`src/rtl/dtx_pkg.sv`:
```
package dtx_pkg;

    typedef enum logic [1:0] {
        MODE_SUB   = 2'b00,
        MODE_WATCH = 2'b01,
        MODE_MED   = 2'b10,
        MODE_HIGH  = 2'b11
    } mode_e;

    typedef enum logic [2:0] {
        PH_RUN,
        PH_SLEEP,
        PH_SETTLE,
        PH_EXC,
        PH_DONE
    } phase_e;

endpackage

```
`src/rtl/dtx_qualify.sv`:
```
module dtx_qualify (
    input  logic standby,
    input  logic low_speed,
    input  logic mid_speed,
    input  logic direct,
    input  logic timer_b3,
    output logic go_mid
);
    always_comb begin
        go_mid = standby & ~low_speed & mid_speed & direct & timer_b3;
    end
endmodule

```
`src/rtl/dtx_wait_table.sv`:
```
module dtx_wait_table #(
    parameter int MIN_WAIT = 64,
    parameter int SEL_W    = 3,
    parameter int CNT_W    = 14
) (
    input  logic [SEL_W-1:0] sel,
    output logic [CNT_W-1:0] wait_len
);
    localparam logic [CNT_W-1:0] BASE = CNT_W'(MIN_WAIT);

    always_comb begin
        wait_len = BASE << sel;
    end
endmodule

```
`src/rtl/dtx_ctrl.sv`:
```
module dtx_ctrl
    import dtx_pkg::*;
#(
    parameter int MIN_WAIT       = 64,
    parameter int SEL_W          = 3,
    parameter int SLEEP_STATES   = 2,
    parameter int INTPROC_STATES = 1,
    parameter int EXC_STATES     = 14
) (
    input  logic             clk,
    input  logic             rst_n,
    input  logic             sleep_req,
    input  logic             standby,
    input  logic             low_speed,
    input  logic             mid_speed,
    input  logic             direct,
    input  logic             timer_b3,
    input  logic [SEL_W-1:0] settle_sel,
    input  logic             sub_tick,
    input  logic             sys_tick,
    output logic [1:0]       mode,
    output logic             clk_sel,
    output logic             exc_req,
    output logic             done
);
    localparam int MAX_WAIT  = MIN_WAIT << ((1 << SEL_W) - 1);
    localparam int CNT_W     = $clog2(MAX_WAIT + 1);
    localparam int SUB_PHASE = SLEEP_STATES + INTPROC_STATES;
    localparam logic [CNT_W-1:0] SUB_LOAD = CNT_W'(SUB_PHASE);
    localparam logic [CNT_W-1:0] EXC_LOAD = CNT_W'(EXC_STATES);
    localparam logic [CNT_W-1:0] ONE      = CNT_W'(1);

    typedef struct packed {
        phase_e           phase;
        mode_e            mode;
        logic [CNT_W-1:0] cnt;
        logic             clk_sel;
        logic             exc;
        logic             done;
    } state_t;

    state_t st_d, st_q;
    logic   go_mid;
    logic [CNT_W-1:0] wait_len;

    dtx_qualify u_qual (
        .standby  (standby),
        .low_speed(low_speed),
        .mid_speed(mid_speed),
        .direct   (direct),
        .timer_b3 (timer_b3),
        .go_mid   (go_mid)
    );

    dtx_wait_table #(
        .MIN_WAIT(MIN_WAIT),
        .SEL_W   (SEL_W),
        .CNT_W   (CNT_W)
    ) u_wait (
        .sel     (settle_sel),
        .wait_len(wait_len)
    );

    always_comb begin
        st_d      = st_q;
        st_d.exc  = 1'b0;
        st_d.done = 1'b0;
        unique case (st_q.phase)
            PH_RUN: begin
                if (sleep_req && st_q.mode == MODE_SUB && go_mid) begin
                    st_d.phase = PH_SLEEP;
                    st_d.cnt   = SUB_LOAD;
                end
            end
            PH_SLEEP: begin
                if (sub_tick) begin
                    if (st_q.cnt == ONE) begin
                        st_d.phase = PH_SETTLE;
                        st_d.mode  = MODE_WATCH;
                        st_d.cnt   = wait_len;
                    end else begin
                        st_d.cnt = st_q.cnt - ONE;
                    end
                end
            end
            PH_SETTLE: begin
                if (sys_tick) begin
                    if (st_q.cnt == ONE) begin
                        st_d.phase   = PH_EXC;
                        st_d.mode    = MODE_MED;
                        st_d.clk_sel = 1'b1;
                        st_d.cnt     = EXC_LOAD;
                    end else begin
                        st_d.cnt = st_q.cnt - ONE;
                    end
                end
            end
            PH_EXC: begin
                if (sys_tick) begin
                    if (st_q.cnt == ONE) begin
                        st_d.phase = PH_DONE;
                        st_d.exc   = 1'b1;
                        st_d.cnt   = '0;
                    end else begin
                        st_d.cnt = st_q.cnt - ONE;
                    end
                end
            end
            PH_DONE: begin
                st_d.phase = PH_RUN;
                st_d.done  = 1'b1;
            end
            default: begin
                st_d.phase = PH_RUN;
            end
        endcase
    end

    always_ff @(posedge clk or negedge rst_n) begin
        if (!rst_n) begin
            st_q.phase   <= PH_RUN;
            st_q.mode    <= MODE_SUB;
            st_q.cnt     <= '0;
            st_q.clk_sel <= 1'b0;
            st_q.exc     <= 1'b0;
            st_q.done    <= 1'b0;
        end else begin
            st_q <= st_d;
        end
    end

    assign mode    = st_q.mode;
    assign clk_sel = st_q.clk_sel;
    assign exc_req = st_q.exc;
    assign done    = st_q.done;

endmodule

```
`config.mk`:
```
export PLATFORM = sky130hd
export DESIGN_NAME = dtx_ctrl
export DESIGN_NICKNAME = d
export VERILOG_FILES = /design/src/rtl/dtx_pkg.sv /design/src/rtl/dtx_qualify.sv /design/src/rtl/dtx_wait_table.sv /design/src/rtl/dtx_ctrl.sv
export SDC_FILE = /design/constraint.sdc
export NUM_CORES = 1
export LEC_CHECK = 0
export ABC_AREA = 0
export ABC_CLOCK_PERIOD_IN_PS = 3300
export BUFFER_PORTS_ARGS = -buffer_cell sky130_fd_sc_hd__buf_2
export CAP_MARGIN = 20
export CORE_ASPECT_RATIO = 0.9
export CORE_UTILIZATION = 61
export CTS_CLUSTER_DIAMETER = 60
export DETAILED_ROUTE_END_ITERATION = 6
export PLACE_DENSITY_LB_ADDON = 0.3
export SLEW_MARGIN = 0
export SYNTH_ARGS = -nofsm -noshare
export SYNTH_HDL_FRONTEND = slang
export SYNTH_SLANG_ARGS = --single-unit
export TNS_END_PERCENT = 20
```
`constraint.sdc`:
```
create_clock -name clk -period 3.3 [get_ports clk]
set_clock_uncertainty 0.2 [all_clocks]
set_input_delay 0.33 -clock clk [delete_from_list [all_inputs] [get_ports clk]]
set_output_delay 0.33 -clock clk [all_outputs]
set_load 0.05 [all_outputs]
```
==> metrics.md <==
| Metric | Value |
|---|---|
| Commonest non-fill, non-tap cells in the layout | `dfrtp_1, nand2_1, buf_2` |
| Async set-reset flop share out of synthesis | `100%` |
| Setup Crit Path Kind | `reg -> reg` |
| Synth top area share | `40.2%` |
| Initial DRC count | `37` |
| CP startpoint kind | `register` |
| Global-route wire length before repair | `4.97 mm` |
| Vias in the first global route | `1163` |
| Max Slew Vio Count | `0` |
| Post-DP HPWL | `2.28 mm` |
| Critical path peak fanout | `16` |
| Post-DP Area | `1420 um^2` |
| Row count | `15` |
| Leading area contributor after synthesis | `dfrtp_1` |
| Ys Warns | `0` |
| Ant diodes | `0` |
| DR vias | `1265` |
| Worst Max-Slew Pin Slew | `0.574 ns` |
| Unrepaired setup endpoints after global routing | `false` |
| Via/cell ratio | `6.52` |
| Design area | `1470 um^2` |
| Reg power frac | `39.3%` |
| Bufs on Longest Clock Path | `2` |
| Clock Sinks | `22` |
| Global route total overflow | `0` |
| Final TNS setup | `0 ns` |
| Largest net degree at the start of global routing | `23` |
| Comb power frac | `48.4%` |
| Post-layout net count | `185` |
| Post-synthesis register bit count | `22` |
| Switching Share | `47.4%` |
| Clk pwr share | `12.3%` |
| CP Capture Type | `register` |
| Total wire length | `3.13 mm` |
| CTS Hold Buffers Added | `1` |
| Area delta synth->final | `7.04%` |
| Main area contributors after synthesis | `dfrtp_1, nand2_1, a21oi_1` |
| Critical Path RT | `3.36 ns` |
| Peak supply drop | `0.599 mV` |
| Slew margin rel. | `61.4%` |
| Initial Util | `68.2%` |
| I/O pins | `18` |
| Worst reg-to-reg path cell count | `5` |
| Number of flops mapped to enable cells by yosys | `0` |
| F_max | `364 MHz` |
| Number of buffers created by CTS | `3` |
| Hold Path Depth | `2` |
| Clock slew at reported path FFs | `0.11 ns` |
| DRC viols | `0` |
| Final ANT Viol Nets | `0` |
| Post-DR wirelength/cell | `16.1 um` |
| Clk_lat worst skew | `0.32 ns` |
| Gpl congestion | `0.880` |
| Power density cells | `846 nW/um^2` |
| Pleak | `0.661 nW` |
| Clock root cell | `clkbuf_4` |
| Synthesized area | `1370 um^2` |
| Port Buffers | `17` |
| Commonest non-fill, non-tap cell in the layout | `dfrtp_1` |
| Share of cells above drive strength 1 | `15.4%` |
| Min-delay src | `settle_sel[1]` |
| Number of max-cap violations | `0` |
| Worst hold path class | `in -> reg` |
| Setup violations, final | `0` |
| Syn Nets | `175` |
| CP arrival | `2.80 ns` |
| Total power draw | `0.00124 W` |
| Die Area | `2440 um^2` |
| Endpoint, Worst Hold | `st_q[13]$_DFFE_PN0P_` |
| Post-CTS resize count | `0` |
| Fin util | `73.0%` |
| Reg2reg setup slack | `0.56 ns` |
| Period utilisation layout | `83.1%` |
| Min cycle time layout | `2.74 ns` |
| Core Area | `2010 um^2` |
| Fin. Hold Viols | `0` |
| Reg-to-reg critical path endpoint | `st_q[9]$_DFFE_PN0P_` |
| Outcome | `finished, final reports clean` |
| Post-CTS Setup Inserts | `0` |
| Initial antenna violation count | `0` |
| Most used DFF post-synth | `dfrtp_1` |
| Synth unique cells | `42` |
| CTS tree | `yes` |
| Mapped Cells | `160` |
| Die height | `46.9 um` |
| GR Util All Layers | `28.6%` |
| Sequential share of the synthesized area | `40.2%` |
| Die width | `51.9 um` |
| Initial DRT Pass Iterations | `4` |
| Avg Cell Area, Syn | `8.56 um^2` |
| Pint | `0.000652 W` |
| H-tree depth | `1` |
| Worst r2r src | `st_q[11]$_DFFE_PN0P_` |
| Sw power | `0.000588 W` |
## synth_stat cells (all sizes together), types with 5 or more instances
master   n
dfrtp   22
nand2   19
a21oi   12
nor3    12
clkbuf   9
nor2     8
o21ai    8
inv      7
or4      6
nand2b   5
## state kept, by name, summed over array words and instances, names as in the netlist
| name | count |
|---|---|
| exc_req | 1 |
| clk_sel | 1 |
| st_q | 17 |
| done | 1 |
| mode | 2 |
## through the flow
stage	cells	hold slack, ns	worst slack [ns]
finish	194	0.0287	0.556
global route	194	0.0460	0.427
CTS	194	0.0348	0.583
detailed placement	189	0.118	0.604
global placement	189	0.113	0.717
floorplan	160	-0.166	1.04
## per-layer routing
layer	share of wire, %	global-route usage [%]	vias to the layer above	wire length (um)
li1	-	-	613	-
met1	44	35.0	611	1370
met2	50	50.0	35	1580
met3	4.2	6.47	6	132
met4	1.5	10.8	0	48
met5	0	0	-	0
## critical path, stage by stage, from the launching register on
cell     delay, ns
dfrtp_1       0.47
or4_1         0.67
and4b_1       0.69
nand2_4       0.13
or4_1         0.43
nand3_1       0.10
## cells by family after synthesis
family,Yosys count,share of synthesized area (%)
compound gates,46,22.5
xor+xnor,1,0.640
fa+ha+maj,2,1.83
buf+inv,20,6.76
flops,22,40.2
simple gates,69,28.1
## how the worst max path moves through the flow
stage,startpoint,endpoint,slack (ns)
finish,st_q[11]$_DFFE_PN0P_,st_q[9]$_DFFE_PN0P_,0.56
detailed placement,st_q[11]$_DFFE_PN0P_,st_q[9]$_DFFE_PN0P_,0.60
global placement,st_q[11]$_DFFE_PN0P_,st_q[9]$_DFFE_PN0P_,0.72
global route,st_q[11]$_DFFE_PN0P_,st_q[9]$_DFFE_PN0P_,0.43
CTS,st_q[11]$_DFFE_PN0P_,st_q[9]$_DFFE_PN0P_,0.58
floorplan,st_q[3]$_DFFE_PN0P_,st_q[15]$_DFFE_PN0P_,1.04
## power by group through the flow
stage | registers [W] | clock network, W | logic [W]
after global placement | 0.000481 | 0 | 0.000566
final | 0.000488 | 0.000152 | 0.000600
after global routing | 0.000506 | 0.000165 | 0.000662
after floorplan | 0.000449 | 0 | 0.000520
after CTS | 0.000483 | 0.000151 | 0.000597
after detailed placement | 0.000489 | 0 | 0.000593
## layout make-up
| cell class | instances | area [um^2] |
|---|---|---|
| Timing Repair Buffer | 18 | 95.1 |
| Multi-Input combinational cell | 118 | 726 |
| Clock buffer | 4 | 36.3 |
| Fill cell | 144 | 543 |
| Inverter | 7 | 26.3 |
| Sequential cell | 22 | 551 |
| Tap cell | 25 | 31.3 |
Power figures use the tool's default switching activity.
